**config.mk**
```make
export PLATFORM = sky130hd
export DESIGN_NAME = pd_tx_ctrl
export DESIGN_NICKNAME = d
export VERILOG_FILES = /design/src/rtl/pd_tx_pkg.sv /design/src/rtl/pd_tx_regfile.sv /design/src/rtl/pd_tx_ack_timer.sv /design/src/rtl/pd_tx_engine.sv /design/src/rtl/pd_tx_ctrl.sv
export SDC_FILE = /design/constraint.sdc
export NUM_CORES = 1
export LEC_CHECK = 0
export ABC_CLOCK_PERIOD_IN_PS = 3700
export BUFFER_PORTS_ARGS = -buffer_cell sky130_fd_sc_hd__buf_2
export CAP_MARGIN = 20
export CORE_ASPECT_RATIO = 1.25
export CORE_MARGIN = 2
export CORE_UTILIZATION = 30
export CTS_CLUSTER_DIAMETER = 100
export CTS_CLUSTER_SIZE = 40
export DETAILED_ROUTE_END_ITERATION = 10
export PLACE_DENSITY = 0.47
export SETUP_SLACK_MARGIN = 0.05
export SLEW_MARGIN = 20
export SYNTH_ARGS = -nofsm -noshare
export SYNTH_HDL_FRONTEND = slang
export SYNTH_SLANG_ARGS = --single-unit
```
**constraint.sdc**
```tcl
create_clock -name clk -period 3.7 [get_ports clk]
set_input_delay 0.37 -clock clk [delete_from_list [all_inputs] [get_ports clk]]
set_output_delay 0.37 -clock clk [all_outputs]
set_load 0.05 [all_outputs]
```
**src/rtl/pd_tx_pkg.sv**
```systemverilog
package pd_tx_pkg;

  localparam int BYTE_W       = 8;
  localparam int CTL_MSG_BIT  = 0;
  localparam int CTL_SIG_BIT  = 1;
  localparam int CTL_TYPE_LO  = 2;
  localparam int CTL_RETRY_LO = 5;

  typedef enum logic [1:0] {
    ST_IDLE = 2'd0,
    ST_SEND = 2'd1,
    ST_WAIT = 2'd2
  } eng_state_t;

  // bytes sent for a programmed size value, limited by the buffer capacity
  function automatic int unsigned beats_for_size(input int unsigned sz,
                                                 input int unsigned cap);
    return (sz + 1 > cap) ? cap : sz + 1;
  endfunction

  // true once the attempts already replayed reach the programmed retry limit
  function automatic logic retries_spent(input logic [1:0] done_cnt,
                                         input logic [1:0] limit);
    return done_cnt >= limit;
  endfunction

endpackage

```
**src/rtl/pd_tx_regfile.sv**
```systemverilog
module pd_tx_regfile
  import pd_tx_pkg::*;
#(
  parameter int ADDR_W    = 8,
  parameter int BUF_BYTES = 30,
  parameter int BUF_BASE  = 96,
  parameter int CTRL_ADDR = 32,
  parameter int SIZE_ADDR = 33,
  parameter int IDX_W     = $clog2(BUF_BYTES)
) (
  input  logic              clk,
  input  logic              rst_n,
  input  logic              bus_we,
  input  logic [ADDR_W-1:0] bus_addr,
  input  logic [BYTE_W-1:0] bus_wdata,
  output logic [BYTE_W-1:0] bus_rdata,
  input  logic              eng_idle,
  input  logic [IDX_W-1:0]  rd_idx,
  output logic [BYTE_W-1:0] rd_byte,
  output logic              start_msg,
  output logic              start_sig,
  output logic              abort,
  output logic [2:0]        cmd_type,
  output logic [1:0]        cmd_retry,
  output logic [IDX_W-1:0]  size_q
);

  logic [BYTE_W-1:0] ctrl_q;
  logic [BYTE_W-1:0] buf_q [BUF_BYTES];
  logic              ctrl_hit, size_hit;

  assign ctrl_hit = (bus_addr == ADDR_W'(CTRL_ADDR));
  assign size_hit = (bus_addr == ADDR_W'(SIZE_ADDR));

  // one storage byte per buffer slot
  for (genvar g = 0; g < BUF_BYTES; g++) begin : g_slot
    always_ff @(posedge clk or negedge rst_n) begin
      if (!rst_n)
        buf_q[g] <= '0;
      else if (bus_we && bus_addr == ADDR_W'(BUF_BASE + g))
        buf_q[g] <= bus_wdata;
    end
  end

  always_ff @(posedge clk or negedge rst_n) begin
    if (!rst_n) begin
      ctrl_q <= '0;
      size_q <= '0;
    end else if (bus_we) begin
      if (ctrl_hit) ctrl_q <= bus_wdata;
      if (size_hit) size_q <= bus_wdata[IDX_W-1:0];
    end
  end

  // command decode works on the incoming write so the engine starts at that edge
  assign start_msg = bus_we && ctrl_hit && eng_idle &&
                     bus_wdata[CTL_MSG_BIT] && !ctrl_q[CTL_MSG_BIT];
  assign start_sig = bus_we && ctrl_hit && eng_idle && !start_msg &&
                     bus_wdata[CTL_SIG_BIT] && !ctrl_q[CTL_SIG_BIT];
  assign abort     = bus_we && ctrl_hit && (bus_wdata == '0);
  assign cmd_type  = bus_wdata[CTL_TYPE_LO +: 3];
  assign cmd_retry = bus_wdata[CTL_RETRY_LO +: 2];

  assign rd_byte = (32'(rd_idx) < BUF_BYTES) ? buf_q[rd_idx] : '0;

  always_comb begin
    bus_rdata = '0;
    if (ctrl_hit)
      bus_rdata = ctrl_q;
    else if (size_hit)
      bus_rdata[IDX_W-1:0] = size_q;
  end

endmodule

```
**src/rtl/pd_tx_ack_timer.sv**
```systemverilog
module pd_tx_ack_timer #(
  parameter int ACK_WAIT = 16,
  parameter int CNT_W    = $clog2(ACK_WAIT)
) (
  input  logic clk,
  input  logic rst_n,
  input  logic run,
  output logic expired
);

  logic [CNT_W-1:0] cnt_q;

  always_ff @(posedge clk or negedge rst_n) begin
    if (!rst_n)
      cnt_q <= '0;
    else if (!run || expired)
      cnt_q <= '0;
    else
      cnt_q <= cnt_q + 1'b1;
  end

  assign expired = run && (cnt_q == CNT_W'(ACK_WAIT - 1));

endmodule

```
**src/rtl/pd_tx_engine.sv**
```systemverilog
module pd_tx_engine
  import pd_tx_pkg::*;
#(
  parameter int BUF_BYTES = 30,
  parameter int ACK_WAIT  = 16,
  parameter int IDX_W     = $clog2(BUF_BYTES)
) (
  input  logic              clk,
  input  logic              rst_n,
  input  logic              start_msg,
  input  logic              start_sig,
  input  logic              abort,
  input  logic [2:0]        cmd_type,
  input  logic [1:0]        cmd_retry,
  input  logic [IDX_W-1:0]  size_q,
  output logic [IDX_W-1:0]  rd_idx,
  input  logic [BYTE_W-1:0] rd_byte,
  output logic              tx_valid,
  input  logic              tx_ready,
  output logic [BYTE_W-1:0] tx_data,
  output logic              tx_last,
  output logic              tx_signal,
  input  logic              rx_detect,
  input  logic              ack_in,
  output logic              ev_sent,
  output logic              ev_failed,
  output logic              ev_discarded,
  output logic              ev_sig_sent,
  output logic              idle,
  output logic              discard_now,
  output logic              ack_timeout
);

  eng_state_t       state_q;
  logic [IDX_W-1:0] idx_q, last_q;
  logic             sig_q;
  logic [2:0]       type_q;
  logic [1:0]       retry_q, tries_q;
  logic             beat_taken;

  pd_tx_ack_timer #(.ACK_WAIT(ACK_WAIT)) u_timer (
    .clk     (clk),
    .rst_n   (rst_n),
    .run     (state_q == ST_WAIT),
    .expired (ack_timeout)
  );

  assign idle        = (state_q == ST_IDLE);
  assign discard_now = (state_q == ST_SEND) && (idx_q == '0) && rx_detect;
  assign tx_valid    = (state_q == ST_SEND) && !discard_now;
  assign beat_taken  = tx_valid && tx_ready;
  assign tx_signal   = sig_q;
  assign tx_last     = sig_q || (idx_q == last_q);
  assign tx_data     = sig_q ? {{(BYTE_W-3){1'b0}}, type_q} : rd_byte;
  assign rd_idx      = idx_q;

  always_ff @(posedge clk or negedge rst_n) begin
    if (!rst_n) begin
      state_q      <= ST_IDLE;
      idx_q        <= '0;
      last_q       <= '0;
      sig_q        <= 1'b0;
      type_q       <= '0;
      retry_q      <= '0;
      tries_q      <= '0;
      ev_sent      <= 1'b0;
      ev_failed    <= 1'b0;
      ev_discarded <= 1'b0;
      ev_sig_sent  <= 1'b0;
    end else begin
      ev_sent      <= 1'b0;
      ev_failed    <= 1'b0;
      ev_discarded <= 1'b0;
      ev_sig_sent  <= 1'b0;
      if (abort) begin
        state_q <= ST_IDLE;
      end else begin
        unique case (state_q)
          ST_IDLE: begin
            if (start_msg || start_sig) begin
              state_q <= ST_SEND;
              idx_q   <= '0;
              sig_q   <= start_sig;
              type_q  <= cmd_type;
              retry_q <= cmd_retry;
              tries_q <= '0;
              last_q  <= IDX_W'(beats_for_size(32'(size_q), BUF_BYTES) - 1);
            end
          end
          ST_SEND: begin
            if (discard_now) begin
              ev_discarded <= 1'b1;
              state_q      <= ST_IDLE;
            end else if (beat_taken) begin
              if (tx_last) begin
                if (sig_q) begin
                  ev_sig_sent <= 1'b1;
                  state_q     <= ST_IDLE;
                end else begin
                  state_q <= ST_WAIT;
                end
              end else begin
                idx_q <= idx_q + 1'b1;
              end
            end
          end
          ST_WAIT: begin
            if (ack_in) begin
              ev_sent <= 1'b1;
              state_q <= ST_IDLE;
            end else if (ack_timeout) begin
              if (retries_spent(tries_q, retry_q)) begin
                ev_failed <= 1'b1;
                state_q   <= ST_IDLE;
              end else begin
                tries_q <= tries_q + 1'b1;
                idx_q   <= '0;
                state_q <= ST_SEND;
              end
            end
          end
          default: state_q <= ST_IDLE;
        endcase
      end
    end
  end

endmodule

```
**src/rtl/pd_tx_ctrl.sv**
```systemverilog
module pd_tx_ctrl
  import pd_tx_pkg::*;
#(
  parameter int ADDR_W    = 8,
  parameter int BUF_BYTES = 30,
  parameter int BUF_BASE  = 96,
  parameter int CTRL_ADDR = 32,
  parameter int SIZE_ADDR = 33,
  parameter int ACK_WAIT  = 16
) (
  input  logic              clk,
  input  logic              rst_n,
  input  logic              bus_we,
  input  logic [ADDR_W-1:0] bus_addr,
  input  logic [7:0]        bus_wdata,
  output logic [7:0]        bus_rdata,
  output logic              tx_valid,
  input  logic              tx_ready,
  output logic [7:0]        tx_data,
  output logic              tx_last,
  output logic              tx_signal,
  input  logic              rx_detect,
  input  logic              ack_in,
  output logic              ev_sent,
  output logic              ev_failed,
  output logic              ev_discarded,
  output logic              ev_sig_sent
);

  localparam int IDX_W = $clog2(BUF_BYTES);

  logic             start_msg_w, start_sig_w, abort_w, idle_w;
  logic             discard_w, timeout_w;
  logic [2:0]       type_w;
  logic [1:0]       retry_w;
  logic [IDX_W-1:0] size_w, idx_w;
  logic [7:0]       byte_w;

  pd_tx_regfile #(
    .ADDR_W(ADDR_W), .BUF_BYTES(BUF_BYTES), .BUF_BASE(BUF_BASE),
    .CTRL_ADDR(CTRL_ADDR), .SIZE_ADDR(SIZE_ADDR)
  ) u_regs (
    .clk       (clk),
    .rst_n     (rst_n),
    .bus_we    (bus_we),
    .bus_addr  (bus_addr),
    .bus_wdata (bus_wdata),
    .bus_rdata (bus_rdata),
    .eng_idle  (idle_w),
    .rd_idx    (idx_w),
    .rd_byte   (byte_w),
    .start_msg (start_msg_w),
    .start_sig (start_sig_w),
    .abort     (abort_w),
    .cmd_type  (type_w),
    .cmd_retry (retry_w),
    .size_q    (size_w)
  );

  pd_tx_engine #(.BUF_BYTES(BUF_BYTES), .ACK_WAIT(ACK_WAIT)) u_engine (
    .clk          (clk),
    .rst_n        (rst_n),
    .start_msg    (start_msg_w),
    .start_sig    (start_sig_w),
    .abort        (abort_w),
    .cmd_type     (type_w),
    .cmd_retry    (retry_w),
    .size_q       (size_w),
    .rd_idx       (idx_w),
    .rd_byte      (byte_w),
    .tx_valid     (tx_valid),
    .tx_ready     (tx_ready),
    .tx_data      (tx_data),
    .tx_last      (tx_last),
    .tx_signal    (tx_signal),
    .rx_detect    (rx_detect),
    .ack_in       (ack_in),
    .ev_sent      (ev_sent),
    .ev_failed    (ev_failed),
    .ev_discarded (ev_discarded),
    .ev_sig_sent  (ev_sig_sent),
    .idle         (idle_w),
    .discard_now  (discard_w),
    .ack_timeout  (timeout_w)
  );

endmodule

```
==> results of run 1 <==
==> power by group <==
part | internal, mW | leakage [nW] | total, mW | switching (mW)
Sequential | 3.23 | 3.86 | 3.35 | 0.115
Combinational | 0.306 | 2.75 | 0.751 | 0.445
Clock | 0.595 | 0.168 | 1.61 | 1.02
Total | 4.13 | 6.78 | 5.71 | 1.58
==> cell type report <==
cell class,instances,area [um^2],area share [%]
flip-flops and latches,281,7040,47.8
multi-input cells,610,6060,41.1
well taps,572,716,4.86
repair buffers,80,541,3.67
clock buffers,12,289,1.96
clock inverters,5,46.3,0.314
inverters,11,41.3,0.280
==> layer usage <==
layer	up-vias	part of all wire, %	track usage (%)	routed length, um
met5	-	0	0	0
met1	4349	47	21.2	16700
met4	0	1.9	3.59	687
li1	3636	-	-	-
met2	95	49	27.0	17500
met3	25	2.4	1.30	871
==> flip-flops by register name, indices dropped and copies added (netlist names) <==
register                flops
u_engine.ev_discarded       1
u_engine.ev_failed          1
u_engine.ev_sent            1
u_engine.ev_sig_sent        1
u_engine.last_q             5
u_engine.rd_idx             5
u_engine.retry_q            2
u_engine.state_q            2
u_engine.tries_q            2
u_engine.tx_signal          1
u_engine.type_q             3
u_engine.u_timer.cnt_q      4
u_regs.buf_q              240
u_regs.ctrl_q               8
u_regs.size_q               5
==> per-stage QoR <==
step	power, mW	area [um^2]
floorplan	3.89	13400
global placement	4.16	14400
detailed placement	4.17	14400
CTS	5.80	14700
global route	5.98	14700
finish	5.71	14700
==> critical path: cells and delay by family, from the launching register on <==
kind / cells / cell delay [ns]
buffers and inverters: 2 / 0.60
DFF: 1 / 0.78
and+or+nand+nor: 1 / 0.41
AOI/OAI and AO/OA: 4 / 0.75
==> timing repair <==
action | CTS | global route
setup buffers | 0 | 1
endpoints found under the setup margin | 0 | 6
hold buffers | 1 | 0
gates resized for setup | 0 | 1
endpoints found under the hold margin | 83 | 0
==> cells by family (layout without fill, tap and decap cells) <==
logic type	Yosys count	in the layout	synth area share (%)
adder cells (fa/ha/maj)	9	9	0.819
AND/OR/NAND/NOR	163	163	6.98
XOR/XNOR	10	10	0.651
AO/OA/AOI/OAI	88	88	4.59
buffers and inverters	82	108	2.66
flip-flops	281	281	52.3
multiplexers	340	340	32.0
==> cell usage in the layout, fill, tap and decap left out, drive strengths merged, types with 4 or more instances in the layout <==
| master | n |
|---|---|
| dfrtp | 281 |
| mux2 | 258 |
| buf | 79 |
| nor2 | 49 |
| mux4 | 46 |
| mux2i | 36 |
| o21ai | 19 |
| nand2 | 19 |
| nand3 | 18 |
| nor2b | 15 |
| nor3 | 15 |
| inv | 13 |
| and3 | 12 |
| a21oi | 12 |
| clkbuf | 12 |
| a211oi | 9 |
| ha | 8 |
| a2111oi | 8 |
| a22o | 6 |
| nand2b | 6 |
| xnor2 | 6 |
| nand4 | 6 |
| o22ai | 5 |
| o211ai | 5 |
| a32o | 4 |
| a31oi | 4 |
| xor2 | 4 |
| nand3b | 4 |
| nor4 | 4 |
==> worst max path at each step <==
stage / start / endpoint
after floorplan: u_engine.rd_idx[0]$_DFFE_PN0P_ / tx_data[6]
after global placement: u_engine.rd_idx[0]$_DFFE_PN0P_ / tx_data[0]
after detailed placement: u_engine.rd_idx[0]$_DFFE_PN0P_ / tx_data[0]
after CTS: u_engine.rd_idx[0]$_DFFE_PN0P_ / tx_data[4]
after global routing: u_engine.rd_idx[3]$_DFFE_PN0P_ / tx_data[1]
final: u_engine.rd_idx[3]$_DFFE_PN0P_ / tx_data[1]
==> results.json, run 1 <==
{
  "status": "finished, final reports clean",
  "numCtsBuffers": 11,
  "finalCritPeriodShare_pct": 92.6,
  "gp_congestion": 0.755,
  "drt-pass1-iter-count": 4,
  "die_area_um2": 46500,
  "clockRootBuffer": "clkbuf_16",
  "nets": 1025,
  "routedWlPerCell_um": 22.7,
  "synth_edf_count": 0,
  "min_from": "tx_ready",
  "cts_buffer_depth": 3,
  "antenna_cells": 0,
  "synthTopCellsByCount": "281 x dfrtp_1, 258 x mux2_2, 47 x clkbuf_1",
  "hp-class": "primary input to register",
  "hold_depth": 3,
  "drive_above_1_share_pct": 42.3,
  "synth-seq-cells": 281,
  "required_ns": 3.33,
  "area_growth_pct": 9.53,
  "yosysSeqAreaShare_pct": 52.3,
  "grtUsageTotal_pct": 15.5,
  "antenna_found_initial": 1,
  "hold_violations": 0,
  "die_h_um": 241,
  "r2r_slack_ns": 0.92,
  "syn_nets": 1003,
  "cpPeakStageDelay_ns": 0.78,
  "critical_path_class": "register to output pin",
  "vias": 8105,
  "fillerInstances": 4373,
  "rr_worst_depth": 8,
  "crit_path_top_delay_cell": "dfrtp_1",
  "synth_flop_cell": "dfrtp_1",
  "place_inst": 1552,
  "dp_hpwl_um": 24000,
  "setup_ws_ns": 0.274,
  "drc": 0,
  "synthesis.area_um2": 13400,
  "grt_pass1_vias": 8700,
  "setup_violations": 0,
  "arrival_ns": 3.06,
  "synth_most_common_cell": "dfrtp_1",
  "htree_levels": 1,
  "die_w_um": 193,
  "fmax_mhz": 292,
  "period_needed_ns": 3.43,
  "instances_no_fill": 1571,
  "fin_tns_setup_ns": 0,
  "max_cap_viol_count": 0,
  "synth_cells": 973,
  "whs_ns": 0.150,
  "postLayoutCoreUtil_pct": 33.4,
  "numPortBuffers": 44,
  "gr-total-overflow": 0,
  "cts_tree": "yes",
  "crit_path_max_fanout": 16,
  "design.core.area_um2": 44100,
  "viasPerCell": 5.16,
  "maxSlewHeadroom_pct": 34.5,
  "p_leak_nw": 6.78,
  "initial_core_util_pct": 30.5,
  "drt_iter0_markers": 565,
  "synth-async-reset-ratio_pct": 100,
  "synth_area_leaders": "dfrtp_1 52%, mux2_2 22%, mux4_2 7.7%",
  "grt_start_max_net_pins": 89,
  "insertion_delay_ns": 0.50,
  "end_kind": "output pin",
  "whs_endpoint": "u_engine.ev_sig_sent$_DFF_PN0_",
  "avgSynthCellArea_um2": 13.8,
  "crit_chain": "buf_4 -> nand3_1 -> o221ai_1 -> a21oi_1 -> o41ai_1 -> a32o_1 -> buf_2",
  "regToRegStartpoint": "u_engine.rd_idx[0]$_DFFE_PN0P_",
  "clk_pin_slew_worst_paths_ns": 0.14,
  "worstReg2RegEnd": "u_engine.rd_idx[4]$_DFFE_PN0P_",
  "vdd_ir_drop_max_mv": 0.284,
  "numClockSinks": 281,
  "yosysTopAreaCell": "dfrtp_1",
  "rsz0062_at_grt": "false",
  "boundaryPins": 45,
  "slew_viol_final": 0,
  "synth.top_cell.area_share_pct": 52.3,
  "detail-route-antenna-nets": 0,
  "fin_skew_ns": 0.00707,
  "placementRows": 86,
  "post-place-ws_ns": 0.639,
  "crit_path_start_kind": "register",
  "yosysWarnings": 0,
  "power_density_nw_per_um2": 388,
  "grt_pass1_wl_um": 55800,
  "synth.distinct_cells": 60,
  "tightest_slew_ns": 0.974,
  "wl_um": 35700
}
(Power assumes the default switching activity.)
==> inputs of run 2 (changes only) <==
PLACE_DENSITY = not set   (was 0.47)
==> results.json, run 2 (synthesized netlist as in run 1, its figures left out) <==
{
  "gp_congestion": 0.760,
  "end_kind": "output pin",
  "antenna_found_initial": 1,
  "path_delay_family": "simple AND/OR/NAND/NOR gates",
  "cpPeakStageDelay_ns": 0.65,
  "die_w_um": 193,
  "status": "finished, final reports clean",
  "hp-class": "primary input to register",
  "slew_viol_final": 0,
  "die_area_um2": 46500,
  "viasPerCell": 5.24,
  "numPortBuffers": 44,
  "drc": 0,
  "grt_pass1_vias": 8507,
  "maxSlewHeadroom_pct": 39.3,
  "clk_pin_slew_worst_paths_ns": 0.13,
  "gr-total-overflow": 0,
  "largest_register": "u_regs.buf_q",
  "numCtsBuffers": 11,
  "boundaryPins": 45,
  "tightest_slew_ns": 0.905,
  "required_ns": 3.33,
  "grtUsageTotal_pct": 14.5,
  "biggestRegsByFlops": "u_regs.buf_q: 240 flops, u_regs.ctrl_q: 8 flops",
  "vias": 8211,
  "numClockSinks": 281,
  "detail-route-antenna-nets": 0,
  "insertion_delay_ns": 0.51,
  "fin_skew_ns": 0.0200,
  "drive_above_1_share_pct": 42.0,
  "initial_core_util_pct": 30.5,
  "arrival_ns": 3.05,
  "cts_buffer_depth": 3,
  "rsz0062_at_grt": "false",
  "max_cap_viol_count": 0,
  "dp_hpwl_um": 22400,
  "crit_chain": "nand3_1 -> buf_4 -> o22ai_1 -> a2111oi_0 -> nor3_1 -> buf_2",
  "area_growth_pct": 9.67,
  "setup_violations": 0,
  "cts_tree": "yes",
  "power_density_nw_per_um2": 389,
  "placementRows": 86,
  "period_needed_ns": 3.42,
  "htree_levels": 1,
  "cts_resized": 0,
  "drt-pass1-iter-count": 5,
  "clockRootBuffer": "clkbuf_16",
  "layout_commonest_cell": "dfrtp_1",
  "wl_um": 33500,
  "grt_start_max_net_pins": 95,
  "final_cell_mix": "279 x dfrtp_1, 258 x mux2_2, 46 x mux4_2",
  "r2r_slack_ns": 0.89,
  "fmax_mhz": 292,
  "crit_path_max_fanout": 11,
  "p_leak_nw": 6.78,
  "design.core.area_um2": 44100,
  "grt_pass1_wl_um": 52800,
  "critical_path_class": "register to output pin",
  "fillerInstances": 4326,
  "power_mw": 5.74,
  "routedWlPerCell_um": 21.4,
  "fin_tns_setup_ns": 0,
  "crit_path_top_delay_cell": "dfrtp_1",
  "drt_iter0_markers": 592,
  "nets": 1022,
  "finalCritPeriodShare_pct": 92.4,
  "vdd_ir_drop_max_mv": 0.279,
  "die_h_um": 241,
  "largest_reg_flops": 240,
  "hold_violations": 0,
  "crit_path_start_kind": "register",
  "worst-path-buf-inv": 2
}
[run 2: worst min-delay path: stages]
cell	delay (ns)
buf_2	0.12
nand3_1	0.09
nor2_1	0.05
[run 2: per-stage QoR]
| step | setup WS (ns) | cell area [um^2] | util [%] | hold slack (ns) | cells |
|---|---|---|---|---|---|
| after global routing | 0.140 | 14700 | 33.4 | 0.169 | 1567 |
| after floorplan | 0.657 | 13400 | - | 0.0744 | 973 |
| after CTS | 0.120 | 14700 | 33.4 | 0.145 | 1567 |
| final | 0.281 | 14700 | 33.4 | 0.164 | 1568 |
| after global placement | 0.414 | 14300 | 32.5 | 0.444 | 1546 |
| after detailed placement | 0.398 | 14300 | 32.5 | 0.463 | 1546 |
[run 2: layout make-up]
| type | count | area, um^2 | area share [%] |
|---|---|---|---|
| Inverter | 11 | 41.3 | 0.280 |
| Timing Repair Buffer | 77 | 543 | 3.68 |
| Multi-Input combinational cell | 610 | 6050 | 41.1 |
| Clock buffer | 12 | 279 | 1.89 |
| Clock inverter | 4 | 71.3 | 0.484 |
| Antenna cell | 1 | 2.50 | 0.0170 |
| Sequential cell | 281 | 7040 | 47.7 |
| Tap cell | 572 | 716 | 4.85 |
[run 2: metal layers]
layer | vias to the layer above | track usage (%) | wire (um)
met3 | 32 | 1.82 | 1400
met4 | 2 | 3.82 | 771
met2 | 154 | 24.7 | 16600
met5 | - | 0 | 11
met1 | 4400 | 19.5 | 14800
li1 | 3623 | - | -
[run 2: what timing repair did]
item                                    4_1_cts  5_1_grt
endpoints found under the setup margin        8        0
setup buffers                                 4        0
hold buffers                                  1        0
hold endpoints to repair                     91        0
[run 2: worst paths after layout]
| check | start | cells past startpoint | end |
|---|---|---|---|
| max reg2reg | u_regs.size_q[0]$_DFFE_PN0P_ | 11 | u_engine.last_q[4]$_DFFE_PN0P_ |
| max | u_engine.rd_idx[2]$_DFFE_PN0P_ | 6 | tx_data[3] |
| min reg2reg | u_engine.u_timer.cnt_q[0]$_DFF_PN0_ | 1 | u_engine.u_timer.cnt_q[0]$_DFF_PN0_ |
| min in group asynchronous | rst_n | 2 | u_regs.buf_q[87]$_DFFE_PN0P_ |
| min | tx_ready | 3 | u_engine.ev_sig_sent$_DFF_PN0_ |
| max in group asynchronous | rst_n | 3 | u_regs.buf_q[140]$_DFFE_PN0P_ |
[run 2: report_power, final]
| group | total, mW | internal [mW] | switching [mW] |
|---|---|---|---|
| Combinational | 0.749 | 0.311 | 0.439 |
| Clock | 1.64 | 0.647 | 0.992 |
| Sequential | 3.35 | 3.23 | 0.119 |
==> inputs of run 3 (changes only) <==
CORE_UTILIZATION = 62   (was 30)
PLACE_DENSITY = 0.8   (was not set)
==> results.json, run 3 (synthesized netlist as in run 1, its figures left out) <==
{
  "arrival_ns": 3.21,
  "cts_buffer_depth": 3,
  "power.internal_mw": 4.12,
  "status": "finished, final reports clean",
  "pwr-share-clk_pct": 26.9,
  "met3_usage_pct": 4.10,
  "largest_reg_flops": 240,
  "wl_um": 32000,
  "vias": 8472,
  "maxSlewHeadroom_pct": 40.5,
  "power_frac_seq_pct": 59.7,
  "cts_tree": "yes",
  "initial_core_util_pct": 62.8,
  "crit_path_start_kind": "register",
  "clk_pin_slew_worst_paths_ns": 0.15,
  "period_needed_ns": 3.58,
  "swShare_pct": 26.8,
  "p_leak_nw": 6.78,
  "clockRootBuffer": "clkbuf_16",
  "required_ns": 3.33,
  "grt_util_met2_pct": 48.0,
  "insertion_delay_ns": 0.51,
  "setup_violations": 0,
  "hold_violations": 0,
  "tightest_slew_ns": 0.887,
  "drt_iter0_markers": 681,
  "final_cell_mix": "279 x dfrtp_1, 258 x mux2_2, 46 x mux4_2",
  "detail-route-antenna-nets": 0,
  "critical_path_class": "register to output pin",
  "vdd_ir_drop_max_mv": 0.293,
  "dp_hpwl_um": 21500,
  "crit_path_max_fanout": 13,
  "routedWlPerCell_um": 25.1,
  "die_h_um": 169,
  "biggestRegsByFlops": "u_regs.buf_q: 240 flops, u_regs.ctrl_q: 8 flops",
  "grtUsageTotal_pct": 28.7,
  "use_met1_pct": 38.0,
  "rsz0062_at_grt": "false",
  "boundaryPins": 45,
  "grt_pass1_wl_um": 49500,
  "htree_levels": 1,
  "cpPeakStageDelay_ns": 0.58,
  "design.core.area_um2": 21400,
  "layout_commonest_cell": "dfrtp_1",
  "drc": 0,
  "postLayoutCoreUtil_pct": 67.1,
  "placementRows": 60,
  "numPortBuffers": 44,
  "fin_tns_setup_ns": 0,
  "gp_congestion": 0.882,
  "power_density_nw_per_um2": 392,
  "die_area_um2": 22900,
  "hp-class": "primary input to register",
  "drive_above_1_share_pct": 42.1,
  "end_kind": "output pin",
  "gr-total-overflow": 0,
  "crit_chain": "inv_1 -> nand3_1 -> o221ai_1 -> a21oi_1 -> o41ai_1 -> a32o_1 -> buf_2",
  "p_comb_share_pct": 13.4,
  "viasPerCell": 6.63,
  "fmax_mhz": 280,
  "grt_start_max_net_pins": 101,
  "die_w_um": 136,
  "largest_register": "u_regs.buf_q",
  "grt_pass1_vias": 8701,
  "slew_viol_final": 0,
  "finalCritPeriodShare_pct": 96.6,
  "nets": 1026,
  "drt-pass1-iter-count": 5,
  "fin_skew_ns": 0.0213,
  "switchingPower_mw": 1.51,
  "antenna_found_initial": 3,
  "grt_busiest_layer": "met2",
  "crit_path_top_delay_cell": "o221ai_1",
  "numClockSinks": 281,
  "max_cap_viol_count": 0,
  "numCtsBuffers": 11,
  "area_growth_pct": 6.86
}
-- run 3: cell types whose count changed in the layout (fill, tap and decap cells not counted), sizes merged --
cell / before / now
buf: 76 / 80
inv: 13 / 11
bufinv: 1 / 0
clkinv: 1 / 2
diode: 1 / 2
-- run 3: path summary, 6_finish.rpt --
path / from / endpoint / slack, ns / cells after the start
max: u_engine.rd_idx[1]$_DFFE_PN0P_ / tx_data[1] / 0.12 / 7
min: tx_ready / u_engine.ev_sig_sent$_DFF_PN0_ / 0.12 / 3
max reg2reg: u_regs.size_q[0]$_DFFE_PN0P_ / u_engine.last_q[4]$_DFFE_PN0P_ / 0.89 / 11
min reg2reg: u_engine.u_timer.cnt_q[0]$_DFF_PN0_ / u_engine.u_timer.cnt_q[0]$_DFF_PN0_ / 0.48 / 1
max in group asynchronous: rst_n / u_regs.buf_q[98]$_DFFE_PN0P_ / 2.20 / 3
min in group asynchronous: rst_n / u_regs.buf_q[84]$_DFFE_PN0P_ / 0.44 / 2
-- run 3: through the flow --
stage / std cells / power, mW / worst slack [ns] / hold WS (ns) / area (um^2)
finish: 1278 / 5.63 / 0.125 / 0.124 / 14400
global route: 1277 / 5.85 / 0.126 / 0.139 / 14400
CTS: 1267 / 5.64 / 0.197 / 0.123 / 14300
detailed placement: 1251 / 4.15 / 0.574 / 0.457 / 13900
global placement: 1251 / 4.12 / 0.608 / 0.450 / 13900
floorplan: 973 / 3.89 / 0.657 / 0.0744 / 13400
-- run 3: per-layer routing --
| metal | wire (um) | vias up |
|---|---|---|
| li1 | - | 3623 |
| met1 | 13000 | 4448 |
| met2 | 15800 | 315 |
| met3 | 1880 | 84 |
| met4 | 1330 | 2 |
| met5 | 13 | - |
-- run 3: cell type report --
class	count	area [um^2]
Timing Repair Buffer	81	561
Tap cell	279	349
Sequential cell	281	7040
Fill cell	1530	7030
Inverter	11	41.3
Multi-Input combinational cell	610	6060
Clock inverter	2	38.8
Clock buffer	12	279
Antenna cell	2	5.00
-- run 3: power groups by stage --
| stage | combinational, mW | clock [mW] | sequential (mW) |
|---|---|---|---|
| final | 0.756 | 1.51 | 3.36 |
| after global routing | 0.821 | 1.65 | 3.38 |
| after CTS | 0.737 | 1.54 | 3.36 |
| after detailed placement | 0.719 | 0 | 3.43 |
| after global placement | 0.700 | 0 | 3.42 |
| after floorplan | 0.521 | 0 | 3.37 |
-- run 3: worst max-delay path, delay by kind of cell (launching register included) --
kind / cells / cell delay (ns)
compound gates: 4 / 1.10
buf+inv: 2 / 0.60
flops: 1 / 0.55
simple gates: 1 / 0.44
-- run 3: timing repair --
item                                    CTS  global route
gates resized for setup                   0             1
endpoints found under the setup margin    2             2
buffers inserted                          1             9
hold buffers                              1             0
endpoints found under the hold margin    96             0
